### src/rtl/keypwr_pkg.sv
package keypwr_pkg;

  typedef enum logic [2:0] {
    PH_EMPTY  = 3'd0,
    PH_SETTLE = 3'd1,
    PH_STAB   = 3'd2,
    PH_READY  = 3'd3,
    PH_READ   = 3'd4,
    PH_WRITE  = 3'd5
  } phase_t;

  typedef enum logic [1:0] {
    LOSS_NONE  = 2'd0,
    LOSS_READ  = 2'd1,
    LOSS_WRITE = 2'd2
  } loss_t;

  // counter width able to hold values 0 .. limit-1
  function automatic int cnt_w(input int limit);
    return (limit < 2) ? 1 : $clog2(limit);
  endfunction

  function automatic logic is_powered(input phase_t p);
    return (p == PH_STAB) || (p == PH_READY) || (p == PH_READ) || (p == PH_WRITE);
  endfunction

  function automatic logic is_granted(input phase_t p);
    return (p == PH_READY) || (p == PH_READ) || (p == PH_WRITE);
  endfunction

  function automatic logic in_xfer(input phase_t p);
    return (p == PH_READ) || (p == PH_WRITE);
  endfunction

  function automatic loss_t loss_for(input phase_t p);
    case (p)
      PH_READ:  return LOSS_READ;
      PH_WRITE: return LOSS_WRITE;
      default:  return LOSS_NONE;
    endcase
  endfunction

endpackage

### src/rtl/keypwr_sync.sv
module keypwr_sync #(
  parameter int  STAGES    = 2,
  parameter logic RST_VAL  = 1'b1
) (
  input  logic clk,
  input  logic rst_n,
  input  logic d_async,
  output logic q_sync
);
  logic [STAGES-1:0] chain_q;

  genvar gi;
  generate
    for (gi = 0; gi < STAGES; gi++) begin : g_stage
      if (gi == 0) begin : g_first
        always_ff @(posedge clk) begin
          if (!rst_n) chain_q[gi] <= RST_VAL;
          else        chain_q[gi] <= d_async;
        end
      end else begin : g_next
        always_ff @(posedge clk) begin
          if (!rst_n) chain_q[gi] <= RST_VAL;
          else        chain_q[gi] <= chain_q[gi-1];
        end
      end
    end
  endgenerate

  assign q_sync = chain_q[STAGES-1];
endmodule

### src/rtl/keypwr_timer.sv
module keypwr_timer #(
  parameter int LIMIT = 8,
  localparam int W = keypwr_pkg::cnt_w(LIMIT)
) (
  input  logic clk,
  input  logic rst_n,
  input  logic run,
  output logic hit
);
  localparam logic [W-1:0] LAST = W'(LIMIT - 1);

  logic [W-1:0] cnt_q;

  assign hit = run && (cnt_q == LAST);

  always_ff @(posedge clk) begin
    if (!rst_n || !run) cnt_q <= '0;
    else if (cnt_q != LAST) cnt_q <= cnt_q + 1'b1;
  end

  // count never passes the window end, and a stop clears it
  a_r3_cnt_bound: assert property (@(posedge clk) disable iff (!rst_n)
    cnt_q <= LAST);
  a_r3_stop_clears: assert property (@(posedge clk) disable iff (!rst_n)
    !run |=> cnt_q == '0);
endmodule

### src/rtl/keypwr_fsm.sv
module keypwr_fsm
  import keypwr_pkg::*;
(
  input  logic   clk,
  input  logic   rst_n,
  input  logic   pres,
  input  logic   settle_hit,
  input  logic   stab_hit,
  input  logic   acc_begin,
  input  logic   acc_write,
  input  logic   acc_end,
  output phase_t phase_q,
  output logic   acc_ok_q,
  output loss_t  loss_q
);
  phase_t phase_d;
  loss_t  loss_d;
  logic   ok_d;

  // named internal events
  logic loss_evt, start_evt, finish_evt;

  assign loss_evt   = is_powered(phase_q) && !pres;
  assign start_evt  = (phase_q == PH_READY) && pres && acc_begin;
  assign finish_evt = in_xfer(phase_q) && pres && acc_end;

  always_comb begin
    phase_d = phase_q;
    loss_d  = loss_q;
    ok_d    = 1'b0;
    case (phase_q)
      PH_EMPTY:  if (pres) phase_d = PH_SETTLE;
      PH_SETTLE: begin
        if (!pres)           phase_d = PH_EMPTY;
        else if (settle_hit) phase_d = PH_STAB;
      end
      PH_STAB: begin
        if (!pres)         phase_d = PH_EMPTY;
        else if (stab_hit) phase_d = PH_READY;
      end
      PH_READY: begin
        if (!pres) phase_d = PH_EMPTY;
        else if (start_evt) begin
          phase_d = acc_write ? PH_WRITE : PH_READ;
          loss_d  = LOSS_NONE;
        end
      end
      PH_READ, PH_WRITE: begin
        if (loss_evt) begin
          phase_d = PH_EMPTY;
          loss_d  = loss_for(phase_q);
        end else if (finish_evt) begin
          phase_d = PH_READY;
          ok_d    = 1'b1;
        end
      end
      default: phase_d = PH_EMPTY;
    endcase
  end

  always_ff @(posedge clk) begin
    if (!rst_n) begin
      phase_q  <= PH_EMPTY;
      loss_q   <= LOSS_NONE;
      acc_ok_q <= 1'b0;
    end else begin
      phase_q  <= phase_d;
      loss_q   <= loss_d;
      acc_ok_q <= ok_d;
    end
  end

  // a powered key that leaves lands in the empty phase next cycle
  a_r8_loss_to_empty: assert property (@(posedge clk) disable iff (!rst_n)
    (is_powered(phase_q) && !pres) |=> phase_q == PH_EMPTY);
  // power phase is entered only from a full settle window with presence
  a_r2_power_after_settle: assert property (@(posedge clk) disable iff (!rst_n)
    (phase_q == PH_STAB && $past(phase_q) != PH_STAB) |-> $past(settle_hit && pres));
  // grant phase entered only when the stabilise window has elapsed
  a_r5_grant_after_stab: assert property (@(posedge clk) disable iff (!rst_n)
    (phase_q == PH_READY && $past(phase_q) == PH_STAB) |-> $past(stab_hit));
  // confirmation follows a present end pulse and lasts one cycle
  a_r7_ok_source: assert property (@(posedge clk) disable iff (!rst_n)
    acc_ok_q |-> $past(pres && acc_end && in_xfer(phase_q)));
  a_r7_ok_single: assert property (@(posedge clk) disable iff (!rst_n)
    acc_ok_q |=> !acc_ok_q);
  // a new loss code appears only out of a transfer phase
  a_r9_loss_from_xfer: assert property (@(posedge clk) disable iff (!rst_n)
    (loss_q != LOSS_NONE && loss_q != $past(loss_q)) |-> $past(in_xfer(phase_q)));
  // transfer phases are entered only from the ready phase
  a_r6_xfer_from_ready: assert property (@(posedge clk) disable iff (!rst_n)
    (in_xfer(phase_q) && !in_xfer($past(phase_q))) |-> $past(phase_q) == PH_READY);
endmodule

### src/rtl/keypwr_seq.sv
module keypwr_seq
  import keypwr_pkg::*;
#(
  parameter int SETTLE_CYC = 50000,
  parameter int STAB_CYC   = 131072,
  parameter int SYNC_STG   = 2
) (
  input  logic       clk,
  input  logic       rst_n,
  input  logic       key_present_n,
  input  logic       acc_begin,
  input  logic       acc_write,
  input  logic       acc_end,
  output logic       key_pwr_en,
  output logic       key_pullup_en,
  output logic       bus_grant,
  output logic       activity,
  output logic       acc_ok,
  output logic [1:0] loss_code,
  output logic [2:0] phase
);
  logic   present_n_s, pres;
  logic   settle_hit, stab_hit;
  phase_t phase_q;
  loss_t  loss_q;
  logic   ok_q;

  keypwr_sync #(.STAGES(SYNC_STG), .RST_VAL(1'b1)) u_sync (
    .clk(clk), .rst_n(rst_n), .d_async(key_present_n), .q_sync(present_n_s)
  );

  assign pres = ~present_n_s;

  keypwr_timer #(.LIMIT(SETTLE_CYC)) u_settle (
    .clk(clk), .rst_n(rst_n), .run(phase_q == PH_SETTLE), .hit(settle_hit)
  );

  keypwr_timer #(.LIMIT(STAB_CYC)) u_stab (
    .clk(clk), .rst_n(rst_n), .run(phase_q == PH_STAB), .hit(stab_hit)
  );

  keypwr_fsm u_fsm (
    .clk(clk), .rst_n(rst_n), .pres(pres),
    .settle_hit(settle_hit), .stab_hit(stab_hit),
    .acc_begin(acc_begin), .acc_write(acc_write), .acc_end(acc_end),
    .phase_q(phase_q), .acc_ok_q(ok_q), .loss_q(loss_q)
  );

  assign key_pwr_en    = is_powered(phase_q);
  assign key_pullup_en = is_powered(phase_q);
  assign bus_grant     = is_granted(phase_q);
  assign activity      = is_granted(phase_q);
  assign acc_ok        = ok_q;
  assign loss_code     = loss_q;
  assign phase         = phase_q;

  // grant only with both supplies on
  a_r5_grant_powered: assert property (@(posedge clk) disable iff (!rst_n)
    bus_grant |-> (key_pwr_en && key_pullup_en));
  // supplies rise only out of the settle phase
  a_r4_rise_from_settle: assert property (@(posedge clk) disable iff (!rst_n)
    $rose(key_pwr_en) |-> $past(phase_q) == PH_SETTLE);
endmodule

### config.mk
export PLATFORM = sky130hd
export DESIGN_NAME = keypwr_seq
export DESIGN_NICKNAME = d
export VERILOG_FILES = /design/src/rtl/keypwr_pkg.sv /design/src/rtl/keypwr_sync.sv /design/src/rtl/keypwr_timer.sv /design/src/rtl/keypwr_fsm.sv /design/src/rtl/keypwr_seq.sv
export SDC_FILE = /design/constraint.sdc
export NUM_CORES = 1
export LEC_CHECK = 0
export BUFFER_PORTS_ARGS = -buffer_cell sky130_fd_sc_hd__buf_2
export CAP_MARGIN = 10
export CORE_MARGIN = 2
export CORE_UTILIZATION = 53
export CTS_CLUSTER_DIAMETER = 100
export DETAILED_ROUTE_END_ITERATION = 12
export PLACE_DENSITY_LB_ADDON = 0.15
export SYNTH_ARGS = -nofsm -noshare
export SYNTH_HDL_FRONTEND = slang
export SYNTH_SLANG_ARGS = --single-unit
### constraint.sdc
create_clock -name clk -period 2.3 [get_ports clk]
set_input_delay 0.115 -clock clk [delete_from_list [all_inputs] [get_ports clk]]
set_output_delay 0.115 -clock clk [all_outputs]
set_load 0.01 [all_outputs]
# Word level (Yosys, flattened, before mapping)
# Cells that the tools add are included.
# Widths: inputs -> output; s select.
[totals]
regBits = 41
latchBits = 0
ramBits = 0
mem_bits_ro = 0
inputBits = 6
output_inout_bits = 10
elab_cells = 70
n_memories = 0
[op_classes]
add_sub_neg = 2
multipliers = 0
div = 0
n_lt_le_gt_ge = 0
n_eq_ne = 17
n_shift = 0
muxes = 17
n_bitwise = 3
n_reduce_logical = 24
[ops]
columns = ["operator", "count"]
rows = [
  ["$mux 3", 9],
  ["$add 17x1->17 const B", 1],
  ["$eq 17x17->1 const B", 1],
  ["$ne 17x17->1 const B", 1],
  ["$add 16x1->16 const B", 1],
  ["$eq 16x16->1 const B", 1],
  ["$ne 16x16->1 const B", 1],
  ["$pmux 3 s5", 1],
  ["$logic_or 1x1->1", 8],
  ["$pmux 2 s2", 2],
  ["$logic_and 1x1->1", 7],
  ["$eq 3x2->1 const B", 2],
  ["$eq 3x3->1 const B", 2],
  ["$mux 2", 3],
  ["$ne 3x1->1 const B", 2],
  ["$ne 3x3->1 const B", 2],
  ["$reduce_and 5->1", 1],
  ["$ne 2x1->1 const B", 2],
  ["$ne 2x2->1 const B", 2],
  ["$reduce_and 4->1", 1],
  ["$eq 3x1->1 const B", 1],
  ["$logic_not 1->1", 3],
  ["$logic_not 3->1", 1],
  ["$not 1->1", 3],
  ["4 further kinds", 5],
]

# Logic depth before layout (Yosys ltp)
[depth]
depth_word = 7
depth_mapped = 10
depth_no_buf = 8

# By module
# From an unflattened synthesis, not the netlist that was laid out.
[unflattened]
hier_cells = 236
hier_area_um2 = 2199.6
[by_module_without_submodules]
columns = ["mod", "n_inst", "cells_per_inst", "area_per_inst_um2", "seq_area_each_um2"]
rows = [
  ["keypwr_timer at u_stab", 1, 93, 854.6, 340.3],
  ["keypwr_timer at u_settle", 1, 84, 787.0, 320.3],
  ["keypwr_fsm", 1, 46, 446.7, 120.1],
  ["keypwr_seq", 1, 9, 58.8, 0.0],
  ["keypwr_sync", 1, 4, 52.6, 40.0],
]

# Worst setup path after synthesis
# Ideal clock, no wire load.
[synth_timing]
path_kind = "reg-to-reg"
start = "register u_stab.cnt_q[9]"
end = "register u_stab.cnt_q[15]"
t_arrival_ns = 2.141
t_required_ns = 2.229
slack_ns = 0.088
path_stages_with_launch = 11
path_cell_list = "dfxtp_1 -> and4_1 -> nand4_1 -> nor3_1 -> ha_1 -> clkbuf_1 -> and4b_1 -> clkbuf_1 -> nand2_1 -> or4_1 -> a21oi_1"
[synth_between]
elab_chain_cells = 1
elab_cells_between_ends = 2
classes_between = "add/sub (1); eq/ne (1)"
[synth_rtl]
columns = ["element", "line_no", "rtl"]
rows = [
  ["from (decl)", "keypwr_timer.sv:12", "logic [W-1:0] cnt_q;"],
  ["from (signal assigned)", "keypwr_timer.sv:18", "else if (cnt_q != LAST) cnt_q <= cnt_q + 1'b1;"],
  ["$add 17x1->17 / $ne 17x17->1 (equally long branches)", "keypwr_timer.sv:18", ""],
]
# Parallel ways exist; a longest one is shown, timed or not.
# A chain may end at the register's enable or synchronous reset.

# Final worst setup path
[layout_timing]
start = "register u_stab.cnt_q[6]"
end = "register u_stab.cnt_q[12]"
# Same word-level chain as after synthesis.

==> out/results.ini <==
[drt]
drt-total-wl_um = 3430
viasPerCell = 5.35
drc = 0
dr.first_iter.drc_count = 90
ant_nets = 0
first_pass_iters = 4
wl_per_cell_um = 11.6
num_vias = 1588

[global_routing]
grt_pass1_wl_um = 6290
overflow = 0
grt_max_degree = 18
grt_pass1_vias = 1448
grt_use_total_pct = 18.3
antenna_found_initial = 0

[yosys]
yosys_warnings = 0
synthSimpleGateAreaFrac_pct = 31.5
synthAdderAreaFrac_pct = 3.03
yosys_register_bits = 41
async_reset_ff_share_pct = 0
synth_edf_count = 0
synth_ff_type = dfxtp_1
synth_xor_area_share_pct = 8.91
syn_area_mm2 = 0.00206
syn_avg_cell_area_um2 = 8.94
syn_nets = 242
ys_seq_area_share_pct = 39.8
synth_top_family_by_area = simple AND/OR/NAND/NOR gates
synth_compound_area_share_pct = 7.09
postSynthCellCount = 231
synth.distinct_cells = 44
synth.area.mux_share_pct = 4.42

[layout]
layout-drive-gt1-share_pct = 16.5
final_cell_mix = 41 x dfxtp_1, 29 x nor2_1, 16 x nand2_1, 15 x nand4_1, 15 x buf_2
fill_cells = 326
final_common_cell = dfxtp_1
final_cell_area_mm2 = 0.00224
diodes = 0
final_nets = 259
area_growth_pct = 8.61

[clocking]
cts-htree-levels = 2
cts-root-buf = clkbuf_8
cts_tree = done
holdBufCountCts = 0
clkSinkCount = 41
clockBufferDepth = 2
insertion_delay_ns = 0.29
clk_pin_slew_ns = 0.08
numCtsBuffers = 5

[status]
status = finished clean

[power]
power.density_mw_per_mm2 = 572
cellLeakagePower_nw = 0.830
ir_drop_mv = 0.354

[placed_design]
port_buffers = 15
dpl-instance-area_mm2 = 0.00215
hpwl_um = 2440
place_congestion = 0.764

[worst_setup_path]
worstReg2RegStart = u_stab.cnt_q[6]
endpoint_kind = register
critPathLaunchType = register
r2r_setup_slack_ns = 0.19
reg2reg_depth = 8
critPathArrivalTime_ns = 2.29
required_ns = 2.48
startpoint = u_stab.cnt_q[6]
critical_path_class = register to register
reg2reg_to = u_stab.cnt_q[12]
crit_fanout = 6

[hold_path]
hold_end = u_sync.chain_q[0]
min_path_type = input port to register
whs_path_depth = 2
hold_path.startpoint = key_present_n

[sta]
period_share_pct = 91.8
drv_slew = 0
worstMarginPinSlew_ns = 0.559
rsz0062_at_grt = no
clock_skew_ns = 0.00885
fin_tns_setup_ns = 0
setup-violations-final = 0
hold_viol_final = 0
max-slew-margin-rel_pct = 62.6
max_freq_mhz = 474
fin_crit_ns = 2.11

[floorplan]
die_area_mm2 = 0.00441
start_util_pct = 55.6
coreArea_mm2 = 0.00372
fp.dieW_um = 66.4
die_y_um = 66.4
row_count = 22
ioPinCount = 16

[job]
cap_violations = 0

## stage by stage
| stage | std cells | setup slack [ns] | utilization (%) | hold WS [ns] | power, mW |
|---|---|---|---|---|---|
| floorplan | 231 | 0.0880 | - | 0.216 | 0.838 |
| global placement | 288 | 0.143 | 57.9 | 0.304 | 0.851 |
| detailed placement | 288 | 0.0826 | 57.9 | 0.307 | 0.852 |
| CTS | 296 | 0.0659 | 60.0 | 0.00503 | 1.30 |
| global route | 297 | 0.0228 | 60.3 | 0.0181 | 1.34 |
| finish | 297 | 0.189 | 60.3 | 0.00967 | 1.28 |
## where the power goes
part           switching, mW  internal (mW)
Sequential            0.0210          0.720
Clock                  0.233          0.216
Combinational         0.0479         0.0453
Total                  0.302          0.981
## Yosys cell counts (2+ instances only)
master | instances | area, um2
nor3b_1 | 3 | 22.5
nand3b_1 | 3 | 22.5
and4_1 | 2 | 17.5
or4b_4 | 2 | 27.5
nand2b_1 | 3 | 18.8
dfxtp_1 | 41 | 821
xor2_1 | 13 | 114
and3_1 | 4 | 25.0
and2b_2 | 2 | 17.5
o21ai_0 | 8 | 40.0
nor2_1 | 29 | 109
and2_1 | 2 | 12.5
inv_1 | 6 | 22.5
nand3_1 | 10 | 50.1
buf_4 | 2 | 15.0
ha_1 | 5 | 62.6
nor3_1 | 4 | 20.0
clkbuf_8 | 3 | 41.3
mux2i_1 | 8 | 80.1
or3_1 | 6 | 37.5
or3_2 | 2 | 15.0
nand2_1 | 16 | 60.1
nor2b_1 | 2 | 12.5
nand4_1 | 15 | 93.8
a21oi_1 | 9 | 45.0
xnor2_1 | 8 | 70.1
or2b_2 | 2 | 17.5
clkbuf_1 | 5 | 18.8
## layout make-up
| class | count | area [um2] | area share [%] |
|---|---|---|---|
| sequential | 41 | 821 | 36.6 |
| tap | 48 | 60.1 | 2.68 |
| multi-input combinational | 173 | 1140 | 50.8 |
| clock buffer | 8 | 80.1 | 3.57 |
| inverter | 6 | 22.5 | 1.00 |
| timing repair buffer | 21 | 120 | 5.36 |
## metal layers
layer | track usage [%] | wire length, um | vias to the layer above
met2 | 29.8 | 1600 | 21
li1 | - | - | 846
met1 | 23.7 | 1690 | 716
met5 | 0 | 0 | -
met3 | 5.11 | 101 | 5
met4 | 5.36 | 44 | 0
## state kept, by name (all words and copies together), names as in the netlist
signal	count
u_fsm.loss_q	2
u_fsm.phase_q	3
u_settle.cnt_q	16
u_sync.chain_q	1
u_fsm.acc_ok_q	1
u_sync.q_sync	1
u_stab.cnt_q	17
## worst max-delay path, stage by stage, from the launching register on
cell and delay [ns]:
dfxtp_1 0.41, and4_1 0.25, nand4_1 0.18, nor3_1 0.23, ha_2 0.27, nand3b_1 0.15
nor2_1 0.07, nand4_1 0.11, mux2_2 0.33
## worst max-delay path by stage
stage	end	slack, ns	depth (start not counted)
6_report	u_stab.cnt_q[12]	0.19	8
5_1_grt	u_stab.cnt_q[15]	0.02	8
4_1_cts	u_stab.cnt_q[15]	0.07	8
3_5_place_dp	u_stab.cnt_q[15]	0.08	8
3_3_place_gp	u_stab.cnt_q[15]	0.14	8
2_1_floorplan	u_stab.cnt_q[15]	0.09	10
## cell families (layout without fill, tap and decap cells)
family | count (synthesis) | count (layout)
simple gates | 114 | 114
flops | 41 | 41
compound gates | 24 | 24
xor+xnor | 21 | 21
buf+inv | 17 | 35
mux | 9 | 9
fa+ha+maj | 5 | 5
## timing repair
item / CTS / global route
setup endpoints to repair: 0 / 9
resized for setup: 0 / 2
setup buffers: 0 / 1
Note: power is estimated with default switching activity, not from simulation.
